File: src/rtl/snoop_res_pkg.sv
package snoop_res_pkg;

    localparam logic [2:0] CMD_READ      = 3'd0;
    localparam logic [2:0] CMD_READ_EX   = 3'd1;
    localparam logic [2:0] CMD_INVAL     = 3'd2;
    localparam logic [2:0] CMD_WRITE_INV = 3'd3;
    localparam logic [2:0] CMD_UPGRADE   = 3'd4;

    typedef enum logic [2:0] {
        RS_IDLE,
        RS_IGNORE,
        RS_NACK,
        RS_APPEND,
        RS_FORWARD,
        RS_PASS
    } res_state_e;

    function automatic logic cmd_reads(input logic [2:0] c);
        return (c == CMD_READ) || (c == CMD_READ_EX);
    endfunction

    function automatic logic cmd_invalidates(input logic [2:0] c);
        return (c == CMD_READ_EX) || (c == CMD_INVAL) ||
               (c == CMD_WRITE_INV) || (c == CMD_UPGRADE);
    endfunction

    // Snoops that may never be refused by an in-service miss.
    function automatic logic cmd_nack_exempt(input logic [2:0] c);
        return (c == CMD_INVAL) || (c == CMD_WRITE_INV);
    endfunction

endpackage

File: src/rtl/snr_line_cmp.sv
module snr_line_cmp #(
    parameter int ADDR_W = 32,
    parameter int OFF_W  = 4
) (
    input  logic [ADDR_W-1:0] addr_a,
    input  logic [ADDR_W-1:0] addr_b,
    output logic              same_line
);
    assign same_line = (addr_a[ADDR_W-1:OFF_W] == addr_b[ADDR_W-1:OFF_W]);
endmodule

File: src/rtl/snr_wb_scan.sv
module snr_wb_scan #(
    parameter int ADDR_W  = 32,
    parameter int OFF_W   = 4,
    parameter int ENTRIES = 4,
    parameter int IDX_W   = 2
) (
    input  logic [ADDR_W-1:0]         probe_addr,
    input  logic [ENTRIES-1:0]        ent_valid,
    input  logic [ENTRIES-1:0]        ent_uncache,
    input  logic [ENTRIES*ADDR_W-1:0] ent_addr,
    output logic                      found,
    output logic [IDX_W-1:0]          found_idx
);
    logic [ENTRIES-1:0] line_eq;
    logic [ENTRIES-1:0] usable;

    for (genvar g = 0; g < ENTRIES; g++) begin : g_cmp
        snr_line_cmp #(.ADDR_W(ADDR_W), .OFF_W(OFF_W)) u_cmp (
            .addr_a    (probe_addr),
            .addr_b    (ent_addr[g*ADDR_W +: ADDR_W]),
            .same_line (line_eq[g])
        );
        assign usable[g] = ent_valid[g] & ~ent_uncache[g] & line_eq[g];
    end

    // Lowest usable index wins: scan downward so the last write is the lowest.
    always_comb begin
        found     = |usable;
        found_idx = '0;
        for (int i = ENTRIES - 1; i >= 0; i--) begin
            if (usable[i]) begin
                found_idx = IDX_W'(i);
            end
        end
    end
endmodule

File: src/rtl/snr_word_pick.sv
module snr_word_pick #(
    parameter int ENTRIES = 4,
    parameter int IDX_W   = 2,
    parameter int LINE_W  = 128,
    parameter int WORD_W  = 32,
    parameter int WSEL_W  = 2
) (
    input  logic [ENTRIES*LINE_W-1:0] lines,
    input  logic [IDX_W-1:0]          line_sel,
    input  logic [WSEL_W-1:0]         word_sel,
    output logic [WORD_W-1:0]         word
);
    logic [LINE_W-1:0] line;

    always_comb begin
        line = lines[int'(line_sel)*LINE_W +: LINE_W];
        word = line[int'(word_sel)*WORD_W +: WORD_W];
    end
endmodule

File: src/rtl/snoop_conflict_resolver.sv
module snoop_conflict_resolver
    import snoop_res_pkg::*;
#(
    parameter int ADDR_W     = 32,
    parameter int LINE_BYTES = 16,
    parameter int WORD_BYTES = 4,
    parameter int WB_ENTRIES = 4,
    localparam int OFF_W     = $clog2(LINE_BYTES),
    localparam int WOFF_W    = $clog2(WORD_BYTES),
    localparam int WSEL_W    = (LINE_BYTES > WORD_BYTES) ? $clog2(LINE_BYTES / WORD_BYTES) : 1,
    localparam int WORD_W    = 8 * WORD_BYTES,
    localparam int LINE_W    = 8 * LINE_BYTES,
    localparam int IDX_W     = (WB_ENTRIES > 1) ? $clog2(WB_ENTRIES) : 1
) (
    input  logic                         clk,
    input  logic                         rst_n,
    input  logic                         snp_valid,
    input  logic [2:0]                   snp_cmd,
    input  logic                         snp_uncache,
    input  logic [ADDR_W-1:0]            snp_addr,
    input  logic                         miss_valid,
    input  logic                         miss_in_service,
    input  logic                         miss_is_inval,
    input  logic                         miss_is_fill,
    input  logic [ADDR_W-1:0]            miss_addr,
    input  logic [WB_ENTRIES-1:0]        wb_valid,
    input  logic [WB_ENTRIES-1:0]        wb_uncache,
    input  logic [WB_ENTRIES*ADDR_W-1:0] wb_addr,
    input  logic [WB_ENTRIES*LINE_W-1:0] wb_data,
    output logic                         dec_ignore,
    output logic                         dec_nack,
    output logic                         dec_append_inv,
    output logic                         dec_forward,
    output logic                         dec_pass,
    output logic [IDX_W-1:0]             fwd_idx,
    output logic                         fwd_data_shared,
    output logic                         fwd_mark,
    output logic [WORD_W-1:0]            fwd_word
);
    res_state_e state_q, state_d;

    logic              miss_line_eq;
    logic              miss_live;
    logic              nack_cond;
    logic              wb_found;
    logic [IDX_W-1:0]  wb_idx;
    logic [WSEL_W-1:0] word_sel;
    logic [WORD_W-1:0] picked_word;

    logic [IDX_W-1:0]  idx_d, idx_q;
    logic              shared_d, shared_q;
    logic              mark_d, mark_q;
    logic [WORD_W-1:0] word_d, word_q;

    snr_line_cmp #(.ADDR_W(ADDR_W), .OFF_W(OFF_W)) u_miss_cmp (
        .addr_a    (snp_addr),
        .addr_b    (miss_addr),
        .same_line (miss_line_eq)
    );

    snr_wb_scan #(
        .ADDR_W (ADDR_W), .OFF_W(OFF_W), .ENTRIES(WB_ENTRIES), .IDX_W(IDX_W)
    ) u_scan (
        .probe_addr  (snp_addr),
        .ent_valid   (wb_valid),
        .ent_uncache (wb_uncache),
        .ent_addr    (wb_addr),
        .found       (wb_found),
        .found_idx   (wb_idx)
    );

    generate
        if (LINE_BYTES > WORD_BYTES) begin : g_wsel
            assign word_sel = snp_addr[WOFF_W +: WSEL_W];
        end else begin : g_wsel_one
            assign word_sel = '0;
        end
    endgenerate

    snr_word_pick #(
        .ENTRIES(WB_ENTRIES), .IDX_W(IDX_W), .LINE_W(LINE_W),
        .WORD_W(WORD_W), .WSEL_W(WSEL_W)
    ) u_pick (
        .lines    (wb_data),
        .line_sel (wb_idx),
        .word_sel (word_sel),
        .word     (picked_word)
    );

    assign miss_live = miss_valid & miss_in_service & miss_line_eq;
    assign nack_cond = (miss_is_inval | ~miss_is_fill) & ~cmd_nack_exempt(snp_cmd);

    // Next-state selection by fixed priority.
    always_comb begin
        state_d  = RS_IDLE;
        idx_d    = '0;
        shared_d = 1'b0;
        mark_d   = 1'b0;
        word_d   = '0;
        if (snp_valid) begin
            if (snp_uncache) begin
                state_d = RS_IGNORE;
            end else if (miss_live) begin
                state_d = nack_cond ? RS_NACK : RS_APPEND;
            end else if (wb_found) begin
                state_d  = RS_FORWARD;
                idx_d    = wb_idx;
                shared_d = cmd_reads(snp_cmd);
                mark_d   = cmd_invalidates(snp_cmd);
                word_d   = cmd_reads(snp_cmd) ? picked_word : '0;
            end else begin
                state_d = RS_PASS;
            end
        end
    end

    always_ff @(posedge clk or negedge rst_n) begin
        if (!rst_n) begin
            state_q  <= RS_IDLE;
            idx_q    <= '0;
            shared_q <= 1'b0;
            mark_q   <= 1'b0;
            word_q   <= '0;
        end else begin
            state_q  <= state_d;
            idx_q    <= idx_d;
            shared_q <= shared_d;
            mark_q   <= mark_d;
            word_q   <= word_d;
        end
    end

    // Moore output decode.
    always_comb begin
        dec_ignore      = 1'b0;
        dec_nack        = 1'b0;
        dec_append_inv  = 1'b0;
        dec_forward     = 1'b0;
        dec_pass        = 1'b0;
        fwd_idx         = '0;
        fwd_data_shared = 1'b0;
        fwd_mark        = 1'b0;
        fwd_word        = '0;
        unique case (state_q)
            RS_IDLE:    ;
            RS_IGNORE:  dec_ignore     = 1'b1;
            RS_NACK:    dec_nack       = 1'b1;
            RS_APPEND:  dec_append_inv = 1'b1;
            RS_FORWARD: begin
                dec_forward     = 1'b1;
                fwd_idx         = idx_q;
                fwd_data_shared = shared_q;
                fwd_mark        = mark_q;
                fwd_word        = word_q;
            end
            RS_PASS:    dec_pass = 1'b1;
            default:    ;
        endcase
    end
endmodule

File: config.mk
export PLATFORM = sky130hd
export DESIGN_NAME = snoop_conflict_resolver
export DESIGN_NICKNAME = d
export VERILOG_FILES = /design/src/rtl/snoop_res_pkg.sv /design/src/rtl/snr_line_cmp.sv /design/src/rtl/snr_wb_scan.sv /design/src/rtl/snr_word_pick.sv /design/src/rtl/snoop_conflict_resolver.sv
export SDC_FILE = /design/constraint.sdc
export NUM_CORES = 1
export LEC_CHECK = 0
export ABC_AREA = 1
export BUFFER_PORTS_ARGS = -buffer_cell sky130_fd_sc_hd__buf_2
export CAP_MARGIN = 20
export CORE_AREA = 2 2 293 295
export CTS_CLUSTER_DIAMETER = 150
export DETAILED_ROUTE_END_ITERATION = 12
export DIE_AREA = 0 0 295 297
export PLACE_DENSITY_LB_ADDON = 0.3
export SLEW_MARGIN = 20
export SYNTH_ARGS = -nofsm -noshare
export SYNTH_HDL_FRONTEND = slang
export SYNTH_HIERARCHICAL = 1
export SYNTH_SLANG_ARGS = --single-unit
File: constraint.sdc
create_clock -name clk -period 1 [get_ports clk]
set_input_delay 0.1 -clock clk [delete_from_list [all_inputs] [get_ports clk]]
set_output_delay 0.1 -clock clk [all_outputs]
set_load 0.02 [all_outputs]
==> impl_table.tex <==
\begin{tabular}{lr}
\hline
Metric & Value \\
\hline
\multicolumn{2}{l}{\textbf{Place}} \\
Final Wtd Congestion & between 0.9 and 1 \\
Placement-stage worst setup slack & -2420 ps \\
Input/output buffers & between 700 and 800 \\
Half-perimeter wire length after detailed placement & $\sim$72000 um \\
\multicolumn{2}{l}{\textbf{STA}} \\
Peak clock frequency supported by timing & roughly 0.4 GHz \\
Final worst-path cycle share & 254\% \\
Final min period & roughly 2500 ps \\
Number of setup violations in the final report & 80 \\
Final worst setup slack & -1540 ps \\
Count of final max-slew check failures & 0 \\
Setup repair after global routing missed its margin & true \\
Hold violation total from the final report & 0 \\
Headroom to the max-slew limit & between 70\% and 80\% \\
Setup Total Neg Slack & -71930 ps \\
Actual transition at the worst max-transition pin & approximately 360 ps \\
\multicolumn{2}{l}{\textbf{Pwr}} \\
Power per cell area & 419 mW/mm\^{}2 \\
Maximum vdd ir drop & 0.541 mV \\
Lkg Pwr & approximately 12 nW \\
Total power & 8.45 mW \\
\multicolumn{2}{l}{\textbf{Final layout}} \\
Final-stage net count & just over 4000 \\
Proportion of layout cells with a drive suffix above 1 & about 37\% \\
Area grow syn2layout & 77.9\% \\
\multicolumn{2}{l}{\textbf{Route}} \\
Remaining DRCs & 0 \\
Remaining number of nets flagged by the antenna check after routing & 0 \\
DRT iter0 DRCs & $\sim$880 \\
Drt wl/cell & 19.1 um \\
DRT Wirelength & 85500 um \\
Vias & about 17000 \\
Drt via density & 3.90 \\
Number of detailed-routing iterations run before antenna repair & 5 \\
\multicolumn{2}{l}{\textbf{Clock tree}} \\
Sink count of the clock tree & 39 \\
Maximum clock insertion buffer count & 2 \\
Clk pin slew, worst setup/hold paths & $\sim$70 ps \\
Number of H-tree levels & 2 \\
Inserted Clock Buffers & 5 \\
TritonCTS clock tree & yes \\
Cell at the root of the clock tree & sky130\_fd\_sc\_hd\_\_clkbuf\_16 \\
\multicolumn{2}{l}{\textbf{Floorplanning}} \\
DIE AREA & 0.0876 sq mm \\
Die X & 295 um \\
Floorplan die height & 297 um \\
Placeable core area & 0.0845 sq mm \\
Starting utilization of the core area & 13.4\% \\
Number of rows in the core area & roughly 110 \\
Ports placed on the boundary & approximately 760 \\
\multicolumn{2}{l}{\textbf{Global routing}} \\
First-pass GRT wire length & approximately 120000 um \\
Pin count of the biggest net entering global routing & 36 \\
Vias in the first global route & around 17000 \\
Overflow left after global routing & 0 \\
Initial antenna violation count & between 50 and 60 \\
All-layer global routing usage & 18.6\% \\
\multicolumn{2}{l}{\textbf{Yosys}} \\
Count of unique library cells instantiated by Yosys & 26 \\
Post-Synthesis Net Count & about 3200 \\
Gate count after technology mapping & about 2400 \\
Cell area after synthesis & roughly 0.011 sq mm \\
Post-synthesis average cell area & 4.64 sq um \\
Cell taking the most area after synthesis & sky130\_fd\_sc\_hd\_\_nand2\_1 \\
Fraction of post-synthesis cell area in the top cell type by area & 33.7\% \\
Dominant cells by area after synthesis & sky130\_fd\_sc\_hd\_\_nand2\_1 34\%, sky130\_fd\_sc\_hd\_\_inv\_1 22\%, sky130\_fd\_sc\_hd\_\_nand3\_1 17\% \\
Synthesis-stage register bit count & 39 \\
Yosys warning count & 6 \\
Fraction of the yosys area taken by sequential cells & 8.61\% \\
\multicolumn{2}{l}{\textbf{Setup path}} \\
Path type of the worst setup path & primary input to flop \\
Required time of the critical path & $\sim$1200 ps \\
Library cell contributing the largest single delay on the critical path & sky130\_fd\_sc\_hd\_\_a21oi\_4 \\
Crit-path max cell delay & around 200 ps \\
Maximum fanout count along the critical path & 15 \\
Endpoint class of the critical path & flop \\
Data arrival time of the critical path & 2770 ps \\
Startpoint type of the worst setup path & primary input \\
Cells traversed along the worst timing path & buf\_2, xnor2\_2, nand2\_1, nor2\_2, buf\_6, nand3\_4, nor2\_4, nand2\_2, nor2\_4, nand2\_2, a21oi\_4, buf\_12, inv\_16, buf\_12, buf\_12, buf\_4, nand2\_1, nand3\_1, nand3\_1, nand3\_2, nand2\_1, inv\_1, nor3\_2 \\
\multicolumn{2}{l}{\textbf{Job}} \\
Maxcap violations & 0 \\
\multicolumn{2}{l}{\textbf{Hold path}} \\
Tightest Hold Check Type & primary input to flop \\
Hold path startpoint & snp\_cmd[0] \\
Endpoint of the worst hold-timing path & mark\_q \\
Instance count along the most critical hold path & 4 \\
\multicolumn{2}{l}{\textbf{Run status}} \\
Violated checks & negative setup slack \\
Outcome & finished, violations left \\
\hline
\end{tabular}
==> state kept, by name (all words and copies together), names as in the netlist <==
name	flops
idx_q	2
shared_q	1
state_q	3
word_q	32
mark_q	1
==> power by group <==
group	leakage (nW)	switching [mW]	internal [mW]
registers	0.542	0.00431	1.58
clock network	0.0762	0.801	1.07
logic	11.8	2.67	2.33
==> through the flow <==
stage / hold WS, ps / area, sq um / std cells / util, %
final: 109 / 20200 / 4471 / 23.9
after global routing: 145 / 20100 / 4462 / 23.8
after CTS: 65.0 / 19500 / 4436 / 23.1
after detailed placement: 9.05 / 18000 / 4397 / 21.3
after global placement: 9.31 / 18000 / 4397 / 21.3
after floorplan: -196 / 11700 / 2443 / -
==> layout make-up <==
cell class                 instances  area, sq um
fill                            9952        64300
multi-input combinational       1634         8190
timing repair buffer             973         6850
inverter                         656         2510
tap                             1144         1430
sequential                        39          976
clock buffer                       7          153
antenna                           17         42.5
clock inverter                     1         7.51
==> worst max-delay path by stage <==
stage | depth (start not counted) | to | start
after global routing | 23 | word_q[22] | snp_addr[18]
after CTS | 25 | word_q[11] | snp_addr[6]
final | 23 | word_q[28] | snp_addr[15]
after detailed placement | 24 | word_q[6] | snp_addr[30]
after global placement | 24 | word_q[6] | snp_addr[30]
after floorplan | 23 | word_q[1] | snp_addr[6]
==> worst max-delay path: cells and delay by family <==
kind                   cells  cell delay (ps)
XOR/XNOR                   1              120
AO/OA/AOI/OAI              1              200
buffers and inverters      8             1050
AND/OR/NAND/NOR           13             1310
==> cells in the final DEF (no fill, tap or decap), types with 2 or more instances in the layout <==
cell type	count
sky130_fd_sc_hd__buf_12	47
sky130_fd_sc_hd__buf_16	13
sky130_fd_sc_hd__buf_2	702
sky130_fd_sc_hd__buf_4	136
sky130_fd_sc_hd__buf_6	58
sky130_fd_sc_hd__buf_8	7
sky130_fd_sc_hd__bufbuf_16	3
sky130_fd_sc_hd__clkbuf_16	11
sky130_fd_sc_hd__clkbuf_8	2
sky130_fd_sc_hd__clkinvlp_4	2
sky130_fd_sc_hd__dfrtp_1	39
sky130_fd_sc_hd__diode_2	17
sky130_fd_sc_hd__inv_1	642
sky130_fd_sc_hd__inv_2	5
sky130_fd_sc_hd__inv_4	3
sky130_fd_sc_hd__inv_8	2
sky130_fd_sc_hd__nand2_1	966
sky130_fd_sc_hd__nand2_2	49
sky130_fd_sc_hd__nand2_4	4
sky130_fd_sc_hd__nand3_1	313
sky130_fd_sc_hd__nand3_2	69
sky130_fd_sc_hd__nand3_4	13
sky130_fd_sc_hd__nor2_1	70
sky130_fd_sc_hd__nor2_2	19
sky130_fd_sc_hd__nor2_4	48
sky130_fd_sc_hd__nor3_1	2
sky130_fd_sc_hd__nor3_2	32
sky130_fd_sc_hd__xnor2_1	37
sky130_fd_sc_hd__xnor2_2	3
==> per-layer routing <==
layer  wire length (um)  global-route usage (%)  vias to the layer above
met3               5910                    3.92                      129
li1                   -                       -                     8783
met4               2130                    4.08                       24
met5                152                       0                        -
met1              33400                    20.9                     7801
met2              43900                    35.3                      701
==> cell usage after synthesis (all sizes together) <==
cell	n
clkbuf	15
xnor2	40
nor3	35
a21oi	1
dfrtp	39
nand3b	1
and3	1
nor2b	2
nor2	137
nand4	1
o21ai	2
nand2	1019
nand3	395
inv	656
buf	99
==> logic make-up after synthesis <==
kind of cell           Yosys count  share of synthesized area [%]
AND/OR/NAND/NOR               1591                           59.4
buffers and inverters          770                           28.8
XOR/XNOR                        40                           3.09
flip-flops                      39                           8.61
AO/OA/AOI/OAI                    3                          0.132
==> repair_timing <==
action                     4_1_cts  5_1_grt
setup buffers                   20       12
hold endpoints to repair        30        0
setup endpoints to repair       80       80
hold buffers                     1        0
pin swaps                       64       31
gates cloned                    10        6
gates resized for setup        244       85
Power figures use the tool's default switching activity.
